**src/rtl/ppfifo_svc_req.sv**
```systemverilog
module ppfifo_svc_req #(
  parameter int DEPTH        = 16,
  parameter int WIDTH        = 8,
  parameter int THR_FWD_ASYM = 1,
  parameter int THR_REV_ASYM = 15,
  parameter int THR_SYM      = 8,
  localparam int AW = $clog2(DEPTH),
  localparam int CW = $clog2(DEPTH + 1)
) (
  input  logic             clk,
  input  logic             rst_n,
  input  logic             fifo_mode_en,
  input  logic             dir_rev,
  input  logic             thr_sel,
  input  logic             dma_en,
  input  logic             irq_en,
  input  logic             host_wr,
  input  logic [WIDTH-1:0] host_wdata,
  input  logic             host_rd,
  output logic [WIDTH-1:0] host_rdata,
  input  logic             per_wr,
  input  logic [WIDTH-1:0] per_wdata,
  input  logic             per_rd,
  output logic [WIDTH-1:0] per_rdata,
  input  logic             err_clr,
  output logic             dma_req,
  output logic             irq_req,
  output logic             full,
  output logic             empty,
  output logic [CW-1:0]    level,
  output logic             err_flag
);

  logic [WIDTH-1:0] mem [DEPTH];
  logic [AW-1:0]    wr_ptr, rd_ptr;
  logic [CW-1:0]    cnt;
  logic             dir_q, req_q, err_q;

  wire             flush     = dir_rev != dir_q;
  wire             push_req  = dir_rev ? per_wr : host_wr;
  wire             pop_req   = dir_rev ? host_rd : per_rd;
  wire [WIDTH-1:0] push_data = dir_rev ? per_wdata : host_wdata;
  wire             is_full   = cnt == CW'(DEPTH);
  wire             is_empty  = cnt == '0;
  wire             do_push   = !flush && push_req && !is_full;
  wire             do_pop    = !flush && pop_req && !is_empty;
  wire             bad       = !flush && ((push_req && is_full) || (pop_req && is_empty));

  logic [CW-1:0] thr;
  always_comb begin
    if (thr_sel) thr = dir_rev ? CW'(THR_REV_ASYM) : CW'(THR_FWD_ASYM);
    else         thr = CW'(THR_SYM);
  end

  wire [CW-1:0] free_slots = CW'(DEPTH) - cnt;
  wire          hit        = dir_rev ? (cnt >= thr) : (free_slots >= thr);

  always_ff @(posedge clk or negedge rst_n) begin
    if (!rst_n) begin
      wr_ptr <= '0;
      rd_ptr <= '0;
      cnt    <= '0;
      dir_q  <= 1'b0;
    end else if (flush) begin
      wr_ptr <= '0;
      rd_ptr <= '0;
      cnt    <= '0;
      dir_q  <= dir_rev;
    end else begin
      if (do_push) wr_ptr <= (wr_ptr == AW'(DEPTH - 1)) ? '0 : wr_ptr + 1'b1;
      if (do_pop)  rd_ptr <= (rd_ptr == AW'(DEPTH - 1)) ? '0 : rd_ptr + 1'b1;
      cnt <= cnt + CW'(do_push) - CW'(do_pop);
    end
  end

  always_ff @(posedge clk) begin
    if (do_push) mem[wr_ptr] <= push_data;
  end

  always_ff @(posedge clk or negedge rst_n) begin
    if (!rst_n) req_q <= 1'b0;
    else        req_q <= fifo_mode_en && !flush && hit;
  end

  always_ff @(posedge clk or negedge rst_n) begin
    if (!rst_n)       err_q <= 1'b0;
    else if (bad)     err_q <= 1'b1;
    else if (err_clr) err_q <= 1'b0;
  end

  assign host_rdata = mem[rd_ptr];
  assign per_rdata  = mem[rd_ptr];
  assign dma_req    = req_q && dma_en && !flush;
  assign irq_req    = req_q && irq_en && !flush;
  assign full       = is_full;
  assign empty      = is_empty;
  assign level      = cnt;
  assign err_flag   = err_q;

  a_r2_no_overflow: assert property (@(posedge clk) disable iff (!rst_n)
    cnt <= CW'(DEPTH));

  a_r2_full_not_empty: assert property (@(posedge clk) disable iff (!rst_n)
    !(full && empty));

  a_r10_full_push_holds: assert property (@(posedge clk) disable iff (!rst_n)
    (!flush && push_req && is_full && !pop_req) |=> full);

  a_r10_err_set: assert property (@(posedge clk) disable iff (!rst_n)
    bad |=> err_flag);

  a_r10_err_sticky: assert property (@(posedge clk) disable iff (!rst_n)
    (err_flag && !err_clr) |=> err_flag);

  a_r9_flush_empties: assert property (@(posedge clk) disable iff (!rst_n)
    flush |=> empty);

  a_r7_mode_off_quiet: assert property (@(posedge clk) disable iff (!rst_n)
    !fifo_mode_en |=> !(dma_req || irq_req));

endmodule

```
**config.mk**
```make
export PLATFORM = sky130hd
export DESIGN_NAME = ppfifo_svc_req
export DESIGN_NICKNAME = d
export VERILOG_FILES = /design/src/rtl/ppfifo_svc_req.sv
export SDC_FILE = /design/constraint.sdc
export NUM_CORES = 1
export LEC_CHECK = 0
export CAP_MARGIN = 20
export CELL_PAD_IN_SITES_DETAIL_PLACEMENT = 1
export CELL_PAD_IN_SITES_GLOBAL_PLACEMENT = 1
export CORE_MARGIN = 2
export CORE_UTILIZATION = 55
export CTS_BUF_LIST = sky130_fd_sc_hd__clkbuf_4 sky130_fd_sc_hd__clkbuf_8
export CTS_CLUSTER_DIAMETER = 50
export CTS_CLUSTER_SIZE = 40
export DETAILED_ROUTE_END_ITERATION = 6
export PLACE_DENSITY = 0.95
export SKIP_CTS_REPAIR_TIMING = 1
export SLEW_MARGIN = 20
export SYNTH_ARGS = -nofsm -noshare
export SYNTH_HDL_FRONTEND = slang
export SYNTH_SLANG_ARGS = --single-unit
```
**constraint.sdc**
```tcl
create_clock -name clk -period 5 [get_ports clk]
set_clock_uncertainty 0.1 [all_clocks]
set_input_delay 1 -clock clk [delete_from_list [all_inputs] [get_ports clk]]
set_output_delay 1 -clock clk [all_outputs]
set_load 0.02 [all_outputs]
```
Yosys cells after proc, flatten, opt, wreduce, memory -nomap -nowiden
Memory sizes are Yosys's and may differ from the RTL's.
Index checks and enable logic that the tools add are counted.
Widths: inputs -> output; s select.
{"block": "totals", "reg_bits": 16, "latch_bits": 0, "ram_bits": 128, "rom_bits": 0, "in_bits": 28, "output_inout_bits": 26, "elab_cells": 56, "memories": 1}
{"memory": "mem", "depth": 16, "word_bits": 8, "read_ports": 1, "rd_clocked_by_memory_dff": 0, "write_ports": 1, "line_no": "34", "text": "logic [WIDTH-1:0] mem [DEPTH];"}
{"block": "classes", "addsub": 5, "multipliers": 0, "div": 0, "order_cmp": 2, "n_eq_ne": 4, "n_shift": 0, "muxes": 17, "bitwise_logic": 0, "n_reduce_logical": 21}
{"cell": "$mux 4", "count": 8}
{"cell": "$logic_and 1x1->1", "count": 13}
{"cell": "$ge 5x5->1", "count": 2}
{"cell": "$add 4x1->4 const B", "count": 2}
{"cell": "$eq 4x4->1 const B", "count": 2}
{"cell": "$mux 8", "count": 1}
{"cell": "$mux 1", "count": 7}
{"cell": "$reduce_bool 2->1", "count": 3}
{"cell": "$add 5x1->5", "count": 1}
{"cell": "$eq 5x5->1 const B", "count": 1}
{"cell": "$logic_not 5->1", "count": 1}
{"cell": "$mux 5", "count": 1}
{"cell": "$sub 5x1->5", "count": 1}
{"cell": "$sub 5x5->5 const A", "count": 1}
{"cell": "$logic_not 1->1", "count": 3}
{"cell": "$logic_or 1x1->1", "count": 1}
{"cell": "$ne 1x1->1", "count": 1}

Longest topological paths before layout
{"block": "depth", "word_depth": 7, "mapped_depth": 15, "mapped_depth_nobuf": 15}

Least setup slack after synthesis
OpenSTA, ideal clock, no wires.
{"block": "synth_timing", "kind": "in2reg", "startpoint": "input port dir_rev", "endpoint": "register cnt[4], in the netlist level[4]", "setup_ps": 141, "arrival_time_ps": 2994, "required_ps": 4759, "path_slack_ps": 1765, "cell_stages": 12, "path_buffers": 0, "cell_sequence": "or3b_4 -> a21oi_4 -> inv_4 -> ha_1 -> inv_1 -> ha_1 -> inv_1 -> fa_1 -> o21bai_1 -> a21oi_1 -> xnor2_1 -> nor2_1"}
{"block": "synth_via", "elab_chain_len": 7, "word_cells_on_any_way": 11, "classes_between": "add/sub: 2; eq/ne: 1; mux: 3; reduce/logical: 5"}
{"item": "start: declaration", "line_no": "13", "text": "input logic dir_rev,"}
{"item": "$ne 1x1->1", "line_no": "39", "text": "wire flush = dir_rev != dir_q;"}
{"item": "$logic_not 1->1", "line_no": "45, 46"}
{"item": "$logic_and 1x1->1 (2 in series)", "line_no": "45", "text": "wire do_push = !flush && push_req && !is_full;"}
{"item": "$add 5x1->5", "line_no": "72", "text": "cnt <= cnt + CW'(do_push) - CW'(do_pop);"}
{"item": "$sub 5x1->5", "line_no": "72"}
{"item": "$mux 5 *", "line_no": "64", "text": "end else if (flush) begin"}
{"item": "end signal: assignment", "line_no": "72"}
{"item": "end: declaration", "line_no": "36", "text": "logic [CW-1:0] cnt;"}
Every way passes the cells marked *; elsewhere a longest branch is shown, timed or not.
A chain may end at the register's enable or synchronous reset.

Final worst setup path
{"block": "layout_timing", "startpoint": "input port dir_rev", "endpoint": "output port dma_req"}
{"block": "layout_via", "elab_chain_len": 3}
{"item": "$ne 1x1->1", "line_no": "39"}
{"item": "$logic_not 1->1", "line_no": "93", "text": "assign dma_req = req_q && dma_en && !flush;"}
{"item": "$logic_and 1x1->1", "line_no": "93"}
{"item": "end: declaration", "line_no": "26", "text": "output logic dma_req,"}
No other way between the ends.

==> impl_metrics.env <==
export IMPL_die_x_um=111.3
export IMPL_cts_buffer_depth=2
export IMPL_syn2layout_area_growth_pct=16.59
export IMPL_synth_warnings=0
export IMPL_wl_per_cell_um=25.81
export IMPL_vias=3494
export IMPL_grtUsageTotal_pct=25.70
export IMPL_tightest_slew_ps=830.4
export IMPL_cp_required_ps=3900
export IMPL_firstDrtPassIters=5
export IMPL_p_leak_nw=2.571
export IMPL_clk_pin_slew_ps=80
export IMPL_cp_end_kind="output port"
export IMPL_synth_nets=415
export IMPL_synth_main_ff_cell="edfxtp_1"
export IMPL_htreeDepth=4
export IMPL_utilization_pct=65.25
export IMPL_power_density_nw_per_um2=457.0
export IMPL_initial_core_util_pct=55.97
export IMPL_drv_cap=0
export IMPL_grt_remaining_overflow=0
export IMPL_cts_root_buf="clkbuf_8"
export IMPL_synthesis_area_um2=6336
export IMPL_yosysSeqAreaShare_pct=66.98
export IMPL_finalCritPeriodShare_pct=83.91
export IMPL_antenna_cells=0
export IMPL_drive_above_1_share_pct=20.05
export IMPL_pre_cts_slack_ps=821.0
export IMPL_rsz0062_at_grt="no"
export IMPL_worst_ep_arrival_time_ps=3100
export IMPL_ioPinCount=54
export IMPL_drt_wl_total_um=14770
export IMPL_syn_inst=364
export IMPL_avgSynthCellArea_um2=17.41
export IMPL_num_rows=39
export IMPL_max_slew_margin_pct=44.53
export IMPL_finalPower_w=0.003376
export IMPL_nFillCells=1007
export IMPL_min_period_ps=4196
export IMPL_via_per_inst=6.108
export IMPL_portBuffers=53
export IMPL_setup_viol=0
export IMPL_layout_nets=468
export IMPL_antenna_found_initial=0
export IMPL_status="completed"
export IMPL_clkSinkCount=144
export IMPL_cts_tree="yes"
export IMPL_coreArea_um2=11320
export IMPL_fmax_ghz=0.2383
export IMPL_hold_violations=0
export IMPL_grt_pass1_vias=3943
export IMPL_finalMaxSlewViolations=0
export IMPL_place_gp_congestion=0.7710
export IMPL_drtIter0Drc=274
export IMPL_synth_edf_count=128
export IMPL_grt_max_degree=33
export IMPL_async_flop_share_pct=11.11
export IMPL_synth_distinct_cells=44
export IMPL_ys_ff_latch=144
export IMPL_post_dp_hpwl_um=9843
export IMPL_drc=0
export IMPL_clk_latency_ps=440
export IMPL_crit_type="primary input to output port"
export IMPL_die_area_um2=12390
export IMPL_die_height_um=111.3
export IMPL_ant_nets=0
export IMPL_holdWs_ps=518.7
export IMPL_min_path_type="register to register"
export IMPL_peakVddDrop_v=0.0003235
export IMPL_setup_ws_ps=804.4
export IMPL_setup_tns_ps=0
export IMPL_crit_path_max_fanout=15
export IMPL_startpoint_type="primary input"
export IMPL_cts_buffers=17
export IMPL_grt_pass1_wl_um=23310
-- flip-flops by register name, summed over array words and instances (netlist names) --
signal	cells
rd_ptr	4
req_q	1
mem	128
err_flag	1
level	5
dir_q	1
wr_ptr	4
-- metrics by stage --
stage,instance area [µm²],instances
2_1_floorplan,6336,364
3_3_place_gp,6947,541
3_5_place_dp,6947,541
4_1_cts,7387,572
5_1_grt,7387,572
6_report,7387,572
-- area by class of cell --
type	instances	area, µm²	area share, %
inverter	13	51.30	0.6944
multi-input combinational	184	1911	25.86
tap	143	178.9	2.422
timing repair buffer	57	560.5	7.588
sequential	144	4245	57.47
clock buffer	19	249.0	3.371
clock inverter	12	191.4	2.591
-- routing by layer --
| layer | global-route usage [%] | vias up | share of wire [%] |
|---|---|---|---|
| li1 | - | 1513 | - |
| met1 | 31.05 | 1800 | 37 |
| met3 | 6.151 | 39 | 5.7 |
| met4 | 12.02 | 0 | 2.8 |
| met5 | 0 | - | 0 |
| met2 | 44.07 | 142 | 54 |
-- logic make-up (layout without fill, tap and decap cells) --
logic type	count (synthesis)	in the layout	synth area share, %
AOI/OAI and AO/OA	38	38	4.483
xor gates and xnor gates	9	9	1.244
and+or+nand+nor	70	70	6.339
adders and majority gates	23	23	4.660
DFF	144	144	66.98
buffers and inverters	36	101	2.863
muxes	44	44	13.43
-- synth_stat cells (all sizes together) (3+ instances only) --
master,count,share of area [%]
buf,16,1.6
and2,15,1.5
nand3,4,0.32
inv,13,0.81
nor3b,3,0.53
mux2i,4,0.63
ha,22,4.3
nor2,9,0.53
dfrtp,16,6.3
mux2,8,1.4
nand2,19,1.1
edfxtp,128,61
clkbuf,7,0.41
xnor2,7,0.97
mux4,32,11
a22oi,16,1.9
nor2b,6,0.59
a21oi,10,1.1
and3,7,0.71
o21bai,3,0.36
-- critical path: stages --
cell and delay [ps]:
clkdlybuf4s50_1 550, buf_4 280, xnor2_1 400, and3_1 230, clkdlybuf4s50_1 630
-- report_power, final --
group          leakage (nW)  total [W]  switching, W  internal, W
registers              1.36    0.00143     0.0000645      0.00137
clock network         0.219    0.00105      0.000449     0.000598
logic                 0.987   0.000896      0.000464     0.000432
total                  2.57    0.00338      0.000978      0.00240
-- placed cells by master, fill, tap and decap left out, types with 9 or more instances in the layout --
master / count
edfxtp_1: 128
inv_1: 12
nand2_1: 19
nor2_1: 9
clkbuf_8: 17
a22oi_1: 16
clkdlybuf4s50_1: 53
and2_1: 12
mux4_2: 32
dfrtp_1: 15
ha_1: 22
-- final timing paths --
| check | startpoint | to | cells after the start | slack, ps |
|---|---|---|---|---|
| max in group asynchronous | rst_n | rd_ptr[0] | 1 | 3310 |
| min in group asynchronous | rst_n | err_flag | 1 | 920 |
| hold reg to reg | err_flag | err_flag | 2 | 520 |
| setup reg to reg | level[1] | level[4] | 15 | 1610 |
| setup / recovery | dir_rev | dma_req | 5 | 800 |
| hold / removal | err_flag | err_flag | 2 | 520 |
(Power assumes the default switching activity.)
